**config.mk**
```make
export PLATFORM = sky130hd
export DESIGN_NAME = core_timer_unit
export DESIGN_NICKNAME = d
export VERILOG_FILES = /design/src/rtl/ctu_pkg.sv /design/src/rtl/ctu_decoder.sv /design/src/rtl/ctu_counter.sv /design/src/rtl/ctu_hart_slot.sv /design/src/rtl/core_timer_unit.sv
export SDC_FILE = /design/constraint.sdc
export NUM_CORES = 1
export LEC_CHECK = 0
export BUFFER_PORTS_ARGS = -buffer_cell sky130_fd_sc_hd__buf_2
export CAP_MARGIN = 25
export CORE_MARGIN = 2
export CORE_UTILIZATION = 40
export DETAILED_ROUTE_END_ITERATION = 8
export GPL_TIMING_DRIVEN = 0
export SYNTH_ARGS = -nofsm -noshare
export SYNTH_HDL_FRONTEND = slang
export SYNTH_SLANG_ARGS = --single-unit
```
**constraint.sdc**
```tcl
create_clock -name clk -period 5.9 [get_ports clk]
set_input_delay 1.18 -clock clk [delete_from_list [all_inputs] [get_ports clk]]
set_output_delay 1.18 -clock clk [all_outputs]
set_load 0.005 [all_outputs]
```
**src/rtl/ctu_pkg.sv**
```systemverilog
package ctu_pkg;
    localparam int CNT_W  = 64;
    localparam int DATA_W = 32;

    typedef enum logic [2:0] {
        RG_NONE,
        RG_SWI,
        RG_CMP_LO,
        RG_CMP_HI,
        RG_TIME_LO,
        RG_TIME_HI
    } region_e;
endpackage

```
**src/rtl/ctu_decoder.sv**
```systemverilog
module ctu_decoder
    import ctu_pkg::*;
#(
    parameter int ADDR_W    = 16,
    parameter int NUM_HARTS = 2,
    parameter int SWI_BASE  = 'h0000,
    parameter int CMP_BASE  = 'h4000,
    parameter int TIME_BASE = 'hBFF8,
    localparam int HIDX_W   = (NUM_HARTS > 1) ? $clog2(NUM_HARTS) : 1
) (
    input  logic [ADDR_W-1:0] addr,
    output region_e           region,
    output logic [HIDX_W-1:0] hart
);
    localparam logic [ADDR_W-1:0] SWI_B    = ADDR_W'(SWI_BASE);
    localparam logic [ADDR_W-1:0] CMP_B    = ADDR_W'(CMP_BASE);
    localparam logic [ADDR_W-1:0] TIME_B   = ADDR_W'(TIME_BASE);
    localparam logic [ADDR_W-1:0] TIME_B4  = ADDR_W'(TIME_BASE + 4);
    localparam logic [ADDR_W-1:0] SWI_SPAN = ADDR_W'(4 * NUM_HARTS);
    localparam logic [ADDR_W-1:0] CMP_SPAN = ADDR_W'(8 * NUM_HARTS);

    logic [ADDR_W-1:0] swi_off;
    logic [ADDR_W-1:0] cmp_off;
    logic              in_swi;
    logic              in_cmp;

    always_comb begin
        swi_off = addr - SWI_B;
        cmp_off = addr - CMP_B;
        in_swi  = (addr >= SWI_B) && (swi_off < SWI_SPAN);
        in_cmp  = (addr >= CMP_B) && (cmp_off < CMP_SPAN);
        region  = RG_NONE;
        hart    = '0;
        if (in_swi) begin
            hart = swi_off[HIDX_W+1:2];
            if (swi_off[1:0] == 2'b00) region = RG_SWI;
        end else if (in_cmp) begin
            hart = cmp_off[HIDX_W+2:3];
            if (cmp_off[2:0] == 3'd0)      region = RG_CMP_LO;
            else if (cmp_off[2:0] == 3'd4) region = RG_CMP_HI;
        end else if (addr == TIME_B) begin
            region = RG_TIME_LO;
        end else if (addr == TIME_B4) begin
            region = RG_TIME_HI;
        end
    end
endmodule

```
**src/rtl/ctu_counter.sv**
```systemverilog
module ctu_counter
    import ctu_pkg::*;
(
    input  logic              clk,
    input  logic              rst_n,
    input  logic              tick_en,
    input  logic              snap_en,
    output logic [CNT_W-1:0]  count,
    output logic [DATA_W-1:0] snap_hi
);
    typedef struct packed {
        logic [CNT_W-1:0]  count;
        logic [DATA_W-1:0] snap_hi;
    } cnt_state_t;

    cnt_state_t st_d, st_q;

    always_comb begin
        st_d = st_q;
        if (tick_en) st_d.count = st_q.count + 1'b1;
        // capture the upper half together with the low-word read
        if (snap_en) st_d.snap_hi = st_q.count[CNT_W-1:DATA_W];
    end

    always_ff @(posedge clk) begin
        if (!rst_n) st_q <= '0;
        else        st_q <= st_d;
    end

    assign count   = st_q.count;
    assign snap_hi = st_q.snap_hi;
endmodule

```
**src/rtl/ctu_hart_slot.sv**
```systemverilog
module ctu_hart_slot
    import ctu_pkg::*;
(
    input  logic              clk,
    input  logic              rst_n,
    input  logic [CNT_W-1:0]  count,
    input  logic              we_lo,
    input  logic              we_hi,
    input  logic              we_swi,
    input  logic [DATA_W-1:0] wdata,
    output logic [CNT_W-1:0]  cmp,
    output logic              swi,
    output logic              tirq
);
    typedef struct packed {
        logic [CNT_W-1:0] cmp;
        logic             swi;
        logic             tirq;
    } slot_state_t;

    slot_state_t st_d, st_q;

    always_comb begin
        st_d = st_q;
        if (we_lo)  st_d.cmp[DATA_W-1:0]     = wdata;
        if (we_hi)  st_d.cmp[CNT_W-1:DATA_W] = wdata;
        if (we_swi) st_d.swi                 = wdata[0];
        // registered level from present register contents
        st_d.tirq = (st_q.cmp <= count);
    end

    always_ff @(posedge clk) begin
        if (!rst_n) st_q <= '0;
        else        st_q <= st_d;
    end

    assign cmp  = st_q.cmp;
    assign swi  = st_q.swi;
    assign tirq = st_q.tirq;
endmodule

```
**src/rtl/core_timer_unit.sv**
```systemverilog
module core_timer_unit
    import ctu_pkg::*;
#(
    parameter int ADDR_W    = 16,
    parameter int NUM_HARTS = 2,
    parameter int SWI_BASE  = 'h0000,
    parameter int CMP_BASE  = 'h4000,
    parameter int TIME_BASE = 'hBFF8
) (
    input  logic                 clk,
    input  logic                 rst_n,
    input  logic                 tick_en,
    input  logic                 req_valid,
    input  logic                 req_write,
    input  logic [ADDR_W-1:0]    req_addr,
    input  logic [31:0]          req_wdata,
    output logic                 rsp_valid,
    output logic [31:0]          rsp_rdata,
    output logic [NUM_HARTS-1:0] timer_irq,
    output logic [NUM_HARTS-1:0] soft_irq
);
    localparam int HIDX_W = (NUM_HARTS > 1) ? $clog2(NUM_HARTS) : 1;

    typedef struct packed {
        logic              valid;
        logic [DATA_W-1:0] data;
    } rsp_state_t;

    region_e                          region;
    logic [HIDX_W-1:0]                hart;
    logic [CNT_W-1:0]                 count_w;
    logic [DATA_W-1:0]                snap_hi;
    logic [NUM_HARTS-1:0][CNT_W-1:0]  cmp_all;
    logic                             rd_req;
    logic                             wr_req;
    logic                             snap_en;
    logic [DATA_W-1:0]                rd_data;
    rsp_state_t                       rsp_d, rsp_q;

    assign rd_req  = req_valid && !req_write;
    assign wr_req  = req_valid && req_write;
    assign snap_en = rd_req && (region == RG_TIME_LO);

    ctu_decoder #(
        .ADDR_W    (ADDR_W),
        .NUM_HARTS (NUM_HARTS),
        .SWI_BASE  (SWI_BASE),
        .CMP_BASE  (CMP_BASE),
        .TIME_BASE (TIME_BASE)
    ) u_dec (
        .addr   (req_addr),
        .region (region),
        .hart   (hart)
    );

    ctu_counter u_cnt (
        .clk     (clk),
        .rst_n   (rst_n),
        .tick_en (tick_en),
        .snap_en (snap_en),
        .count   (count_w),
        .snap_hi (snap_hi)
    );

    for (genvar h = 0; h < NUM_HARTS; h++) begin : g_hart
        logic sel;
        assign sel = wr_req && (hart == HIDX_W'(h));
        ctu_hart_slot u_slot (
            .clk    (clk),
            .rst_n  (rst_n),
            .count  (count_w),
            .we_lo  (sel && (region == RG_CMP_LO)),
            .we_hi  (sel && (region == RG_CMP_HI)),
            .we_swi (sel && (region == RG_SWI)),
            .wdata  (req_wdata),
            .cmp    (cmp_all[h]),
            .swi    (soft_irq[h]),
            .tirq   (timer_irq[h])
        );
    end

    always_comb begin
        rd_data = '0;
        unique case (region)
            RG_TIME_LO: rd_data = count_w[DATA_W-1:0];
            RG_TIME_HI: rd_data = snap_hi;
            RG_SWI, RG_CMP_LO, RG_CMP_HI: begin
                for (int h = 0; h < NUM_HARTS; h++) begin
                    if (hart == HIDX_W'(h)) begin
                        if (region == RG_SWI)
                            rd_data = {{(DATA_W-1){1'b0}}, soft_irq[h]};
                        else if (region == RG_CMP_LO)
                            rd_data = cmp_all[h][DATA_W-1:0];
                        else
                            rd_data = cmp_all[h][CNT_W-1:DATA_W];
                    end
                end
            end
            default: rd_data = '0;
        endcase
    end

    always_comb begin
        rsp_d       = rsp_q;
        rsp_d.valid = rd_req;
        if (rd_req) rsp_d.data = rd_data;
    end

    always_ff @(posedge clk) begin
        if (!rst_n) rsp_q <= '0;
        else        rsp_q <= rsp_d;
    end

    assign rsp_valid = rsp_q.valid;
    assign rsp_rdata = rsp_q.data;
endmodule

```
Yosys cells after proc, flatten, opt, wreduce, memory -nomap -nowiden
Index checks and enable logic that the tools add are counted.
W data, S select, Z words.
{ "op_classes": {"add_sub_neg": 2, "magnitude_cmp": 6, "n_eq_ne": 8, "muxes": 15, "n_bitwise": 1, "n_reduce_logical": 17} }
{ "op_table": {"columns": ["cell", "count"], "rows": [
  ["$mux W32", 5],
  ["$le A64 B64 Y1", 2],
  ["$pmux W32 S3", 1],
  ["$add A64 B1 Y64 const B", 1],
  ["$eq A16 B16 Y1 const B", 2],
  ["$ge A16 B1 Y1 const B", 1],
  ["$ge A16 B15 Y1 const B", 1],
  ["$lt A16 B4 Y1 const B", 1],
  ["$lt A16 B5 Y1 const B", 1],
  ["$sub A16 B15 Y16 const B", 1],
  ["$mux W3", 5],
  ["$logic_and A1 B1 Y1", 13],
  ["$eq A3 B3 Y1 const B", 3],
  ["$eq A3 B2 Y1 const B", 2],
  ["$eq A3 B1 Y1 const B", 1],
  ["$logic_not A3 Y1", 1],
  ["$mux W1", 3],
  ["$reduce_or A3 Y1", 1],
  ["$logic_not A2 Y1", 1],
  ["$mux W2", 1],
  ["$logic_not A1 Y1", 1],
  ["$not A1 Y1", 1]
]} }
{ "word_totals": {"register_bits": 261, "input_bits": 53, "out_inout_bits": 37, "word_cells": 61} }

Longest topological paths before layout
{ "depth": {"ltp_word": 11, "mapped_depth": 9, "mapped_depth_nobuf": 8} }

Modules after synthesis
A second synthesis with hierarchy kept.
{ "unflattened": {"cells_unflattened": 1632, "area_unflattened_um2": 15153.3} }
{ "by_module_without_submodules": {"columns": ["module", "instances", "cells_per_inst", "area_each_um2", "seq_area_each_um2"], "rows": [
  ["ctu_hart_slot", 2, 444, 4090.2, 1321.3],
  ["ctu_counter", 1, 488, 4352.9, 1921.8],
  ["core_timer_unit", 1, 236, 2502.4, 660.6],
  ["ctu_decoder", 1, 20, 117.6, 0.0]
]} }

Worst setup path after synthesis
OpenSTA, ideal clock, no wires.
{ "synth_path": {"path_type": "in2reg", "from": "input req_addr[8]", "to": "register g_hart[1].u_slot.st_q, in the netlist g_hart[1].u_slot.cmp[10]", "setup_time_ns": 0.132, "t_arrival_ns": 2.834, "t_required_ns": 5.768, "setup_slack_ns": 2.934, "path_stages": 9, "path_cell_list": "nor4_4 > nand2_2 > or3_1 > buf_2 > or3_1 > clkbuf_1 > buf_2 > nand2_1 > a21oi_1"} }
{ "synth_via": {"elab_chain_len": 7, "elab_cells_between_ends": 18, "classes_between": "1 x add/sub; 4 x order compare; 3 x eq/ne; 6 x mux; 4 x reduce/logical"} }
{ "synth_rtl": {"columns": ["element", "line_no", "source"], "rows": [
  ["from (decl)", "core_timer_unit.sv:15", "input logic [ADDR_W-1:0] req_addr,"],
  ["$sub A16 B15 Y16 / $eq A16 B16 Y1 (equally long branches)", "ctu_decoder.sv:29, ctu_decoder.sv:43", null],
  ["$lt A16 B5 Y1 / $mux W3 (equally long branches)", "ctu_decoder.sv:31, ctu_decoder.sv:43", null],
  ["$logic_and A1 B1 Y1 / $mux W3 (equally long branches)", "ctu_decoder.sv:31, ctu_decoder.sv:41", null],
  ["$mux W3 / $mux W1 (equally long branches)", "ctu_decoder.sv:37", "end else if (in_cmp) begin"],
  ["$mux W3 / $mux W1 (equally long branches)", "ctu_decoder.sv:34", "if (in_swi) begin"],
  ["$eq A3 B2 Y1 / $logic_and A1 B1 Y1 (equally long branches)", "core_timer_unit.sv:72, core_timer_unit.sv:67", null],
  ["$logic_and A1 B1 Y1 (*)", "core_timer_unit.sv:72", ".we_lo (sel && (region == RG_CMP_LO)),"],
  ["to (signal assigned)", "ctu_hart_slot.sv:34", "else st_q <= st_d;"],
  ["to (decl)", "ctu_hart_slot.sv:21", "slot_state_t st_d, st_q;"]
]} }
Every way passes the cells marked *; elsewhere a longest branch is shown, timed or not.
A chain may end at the register's enable or synchronous reset.

Worst setup path after layout
{ "layout_path": {"from": "register u_cnt.st_q, in the netlist u_cnt.count[0]", "to": "register u_cnt.st_q, in the netlist u_cnt.count[36]"} }
{ "layout_via": {"elab_chain_len": 1} }
{ "layout_rtl": {"columns": ["element", "line_no", "source"], "rows": [
  ["from (decl)", "ctu_counter.sv:16", "cnt_state_t st_d, st_q;"],
  ["from (signal assigned)", "ctu_counter.sv:27", "else st_q <= st_d;"],
  ["$add A64 B1 Y64", "ctu_counter.sv:20", "if (tick_en) st_d.count = st_q.count + 1'b1;"]
]} }
Every way passes these cells.

==> results.toml <==
[drt]
routed_wl_mm = 51.5
ant_nets = 0
drt-initial-drc-count = 1359
vias = 13500
avgViaCountPerCell = 5.71
wire_per_inst_um = 21.9
drtPass1Iterations = 5
drc = 0

[pwr]
ir_drop_mv = 0.223
leakagePower_nw = 6.26
powerDensity_nw_per_um2 = 244

[sta]
rsz0062_at_grt = "false"
fin_crit_ps = 3450
slew_viol_final = 0
tns_ps = 0
setup_violations = 0
fmax_mhz = 290
finalClockSkew_ps = 15.6
maxSlewHeadroom_pct = 29.1
worst_slew_pin_slew_ps = 1040
min_period_over_period_pct = 58.5
hold_viol_final = 0

[worst_setup_path]
reg2reg_from = "u_cnt.count[0]"
cp-endpoint = "u_cnt.count[36]"
worst-setup-path-type = "reg -> reg"
crit_path_end_kind = "register"
ff2ff_setup_slack_ps = 2450
worstPathArrival_ps = 3880
crit_path_start = "u_cnt.count[0]"
startpoint_type = "register"
timing.rr.end = "u_cnt.count[36]"
ff2ff_path_depth = 8
required_ps = 6330
path_max_fanout = 10

[floorplanning]
core-area_um2 = 34600
die_w_um = 192
num_rows = 68
dieHeight_um = 192
start_util_pct = 40.7
dieArea_um2 = 36800
pin_count = 90

[global_route]
grt_usage_pct = 27.9
overflow = 0
grt_pass1_vias = 12700
grt_max_degree = 16
antenna_found_initial = 1
grt_pass1_wl_mm = 76.9

[synth]
synth_seq_area_share_pct = 37.1
synth_area_um2 = 14100
synth.top_cell.area_share_pct = 37.1
syn-instance-count = 1756
async_reset_ff_share_pct = 0
synthTopCellsByCount = "nand2_1 (396), dfxtp_1 (261), a21oi_1 (250), ha_1 (129), mux2i_1 (69)"
syn_area_per_cell_um2 = 8.03
synth_edf_count = 0
yosys-top-cells-area = "dfxtp_1 (37%), ha_1 (11%), nand2_1 (11%)"
ys_seq_elements = 261
synthFlopType = "dfxtp_1"
synth_cell_type_count = 54
synth.most_common_cell = "nand2_1"
synth_area_leader_cell = "dfxtp_1"
syn_nets = 1938
ys_warn_count = 0

[placed_design]
place_congestion = 0.931
dpl.hpwl_mm = 39.0
dp.cells = 2298
port-buffer-count = 87

[finish]
nNetsFinal = 2059
area_growth_pct = 14.6
drive_gt1_share_pct = 10.3
register_area_um2 = 5230
fin_cells = 2356
n_fill_cell = 3414
multiInputGateArea_um2 = 8130
antenna_cells = 0

[cts]
cts_setup_buffers = 0
cts_buffer_depth = 3
ctsHoldBuffers = 0
cts_resized = 0
cts.sinks = 261
cts_buffers = 31
clkSlewWorstSetupHoldPaths_ps = 60
cts_tree = "built"
htree_levels = 1
clockRootBuffer = "clkbuf_16"
insertion_delay_ps = 570

[flow_run]
cap_violations = 0

[status]
status = "finished clean"

[hold_path]
hp-class = "reg -> reg"
-- stage by stage --
stage	area (um^2)	worst slack (ps)	power (mW)	utilization [%]	hold WS, ps
CTS	16100	2490	3.96	46.6	452
global placement	15100	1960	2.00	43.6	439
floorplan	14100	2930	1.90	-	432
detailed placement	15100	1960	2.00	43.6	443
finish	16100	2450	3.94	46.6	455
global route	16100	2290	4.04	46.6	470
-- state kept, by name, indices dropped and copies added (netlist names) --
name / flops
u_cnt.snap_hi: 32
g_hart.u_slot.swi: 2
rsp_rdata: 32
u_cnt.count: 64
g_hart.u_slot.cmp: 128
g_hart.u_slot.tirq: 2
rsp_valid: 1
-- cells in the final DEF, fill, tap and decap left out, types with 10 or more instances in the layout --
cell and instances:
inv_1 68, nand4_1 50, nor4_1 24, xnor2_1 46, a21o_1 15, ha_1 129, a31oi_1 33, nor3_1 17
and3_1 10, clkbuf_1 73, mux2i_1 69, nor2_1 68, o21ai_0 55, nand3_1 27, a21oi_1 250, nand2_1 396
buf_2 119, clkbuf_16 31, o22a_1 31, dfxtp_1 261, or3_1 20
-- power breakdown --
part	switching [mW]	internal, mW	leakage [nW]
sequential	0.0125	1.78	2.11
clock	0.792	1.18	0.515
combinational	0.124	0.0537	3.64
-- how the worst min path moves through the flow --
stage / start / end / slack (ps) / cells past startpoint
after global routing: u_cnt.snap_hi[10] / u_cnt.snap_hi[10] / 470 / 2
after detailed placement: u_cnt.snap_hi[23] / u_cnt.snap_hi[23] / 440 / 2
after global placement: u_cnt.snap_hi[12] / u_cnt.snap_hi[12] / 440 / 2
after CTS: u_cnt.snap_hi[23] / u_cnt.snap_hi[23] / 450 / 2
final: u_cnt.snap_hi[25] / u_cnt.snap_hi[25] / 450 / 2
after floorplan: u_cnt.snap_hi[30] / u_cnt.snap_hi[30] / 430 / 2
-- critical path, cell delays in order, from the launching register on --
cell and delay, ps:
dfxtp_1 550, ha_1 230, nand4_1 190, nor3_2 690, nand4_1 580, clkbuf_1 430, nor4_1 410, xnor2_1 160
nor2_1 60
-- area by class of cell --
| class | count | share of cell area (%) |
|---|---|---|
| timing repair buffer | 88 | 2.73 |
| sequential | 261 | 32.4 |
| inverter | 69 | 1.60 |
| multi-input combinational | 1321 | 50.4 |
| clock inverter | 12 | 0.899 |
| clock buffer | 45 | 5.56 |
| buffer | 105 | 2.96 |
| tap | 455 | 3.53 |
-- per-layer routing --
metal / global-route usage (%) / part of all wire (%) / vias up
met5: 0 / 0 / -
met4: 12.1 / 4.5 / 0
met3: 3.80 / 6.8 / 113
met2: 43.3 / 44 / 498
met1: 38.8 / 45 / 6432
li1: - / - / 6421
-- cells by family after synthesis --
family,Yosys count,synth area share (%)
xor+xnor,46,2.86
mux,69,4.90
flops,261,37.1
compound gates,425,17.4
buf+inv,174,5.23
simple gates,652,21.1
fa+ha+maj,129,11.5
Note: power is estimated with default switching activity, not from simulation.
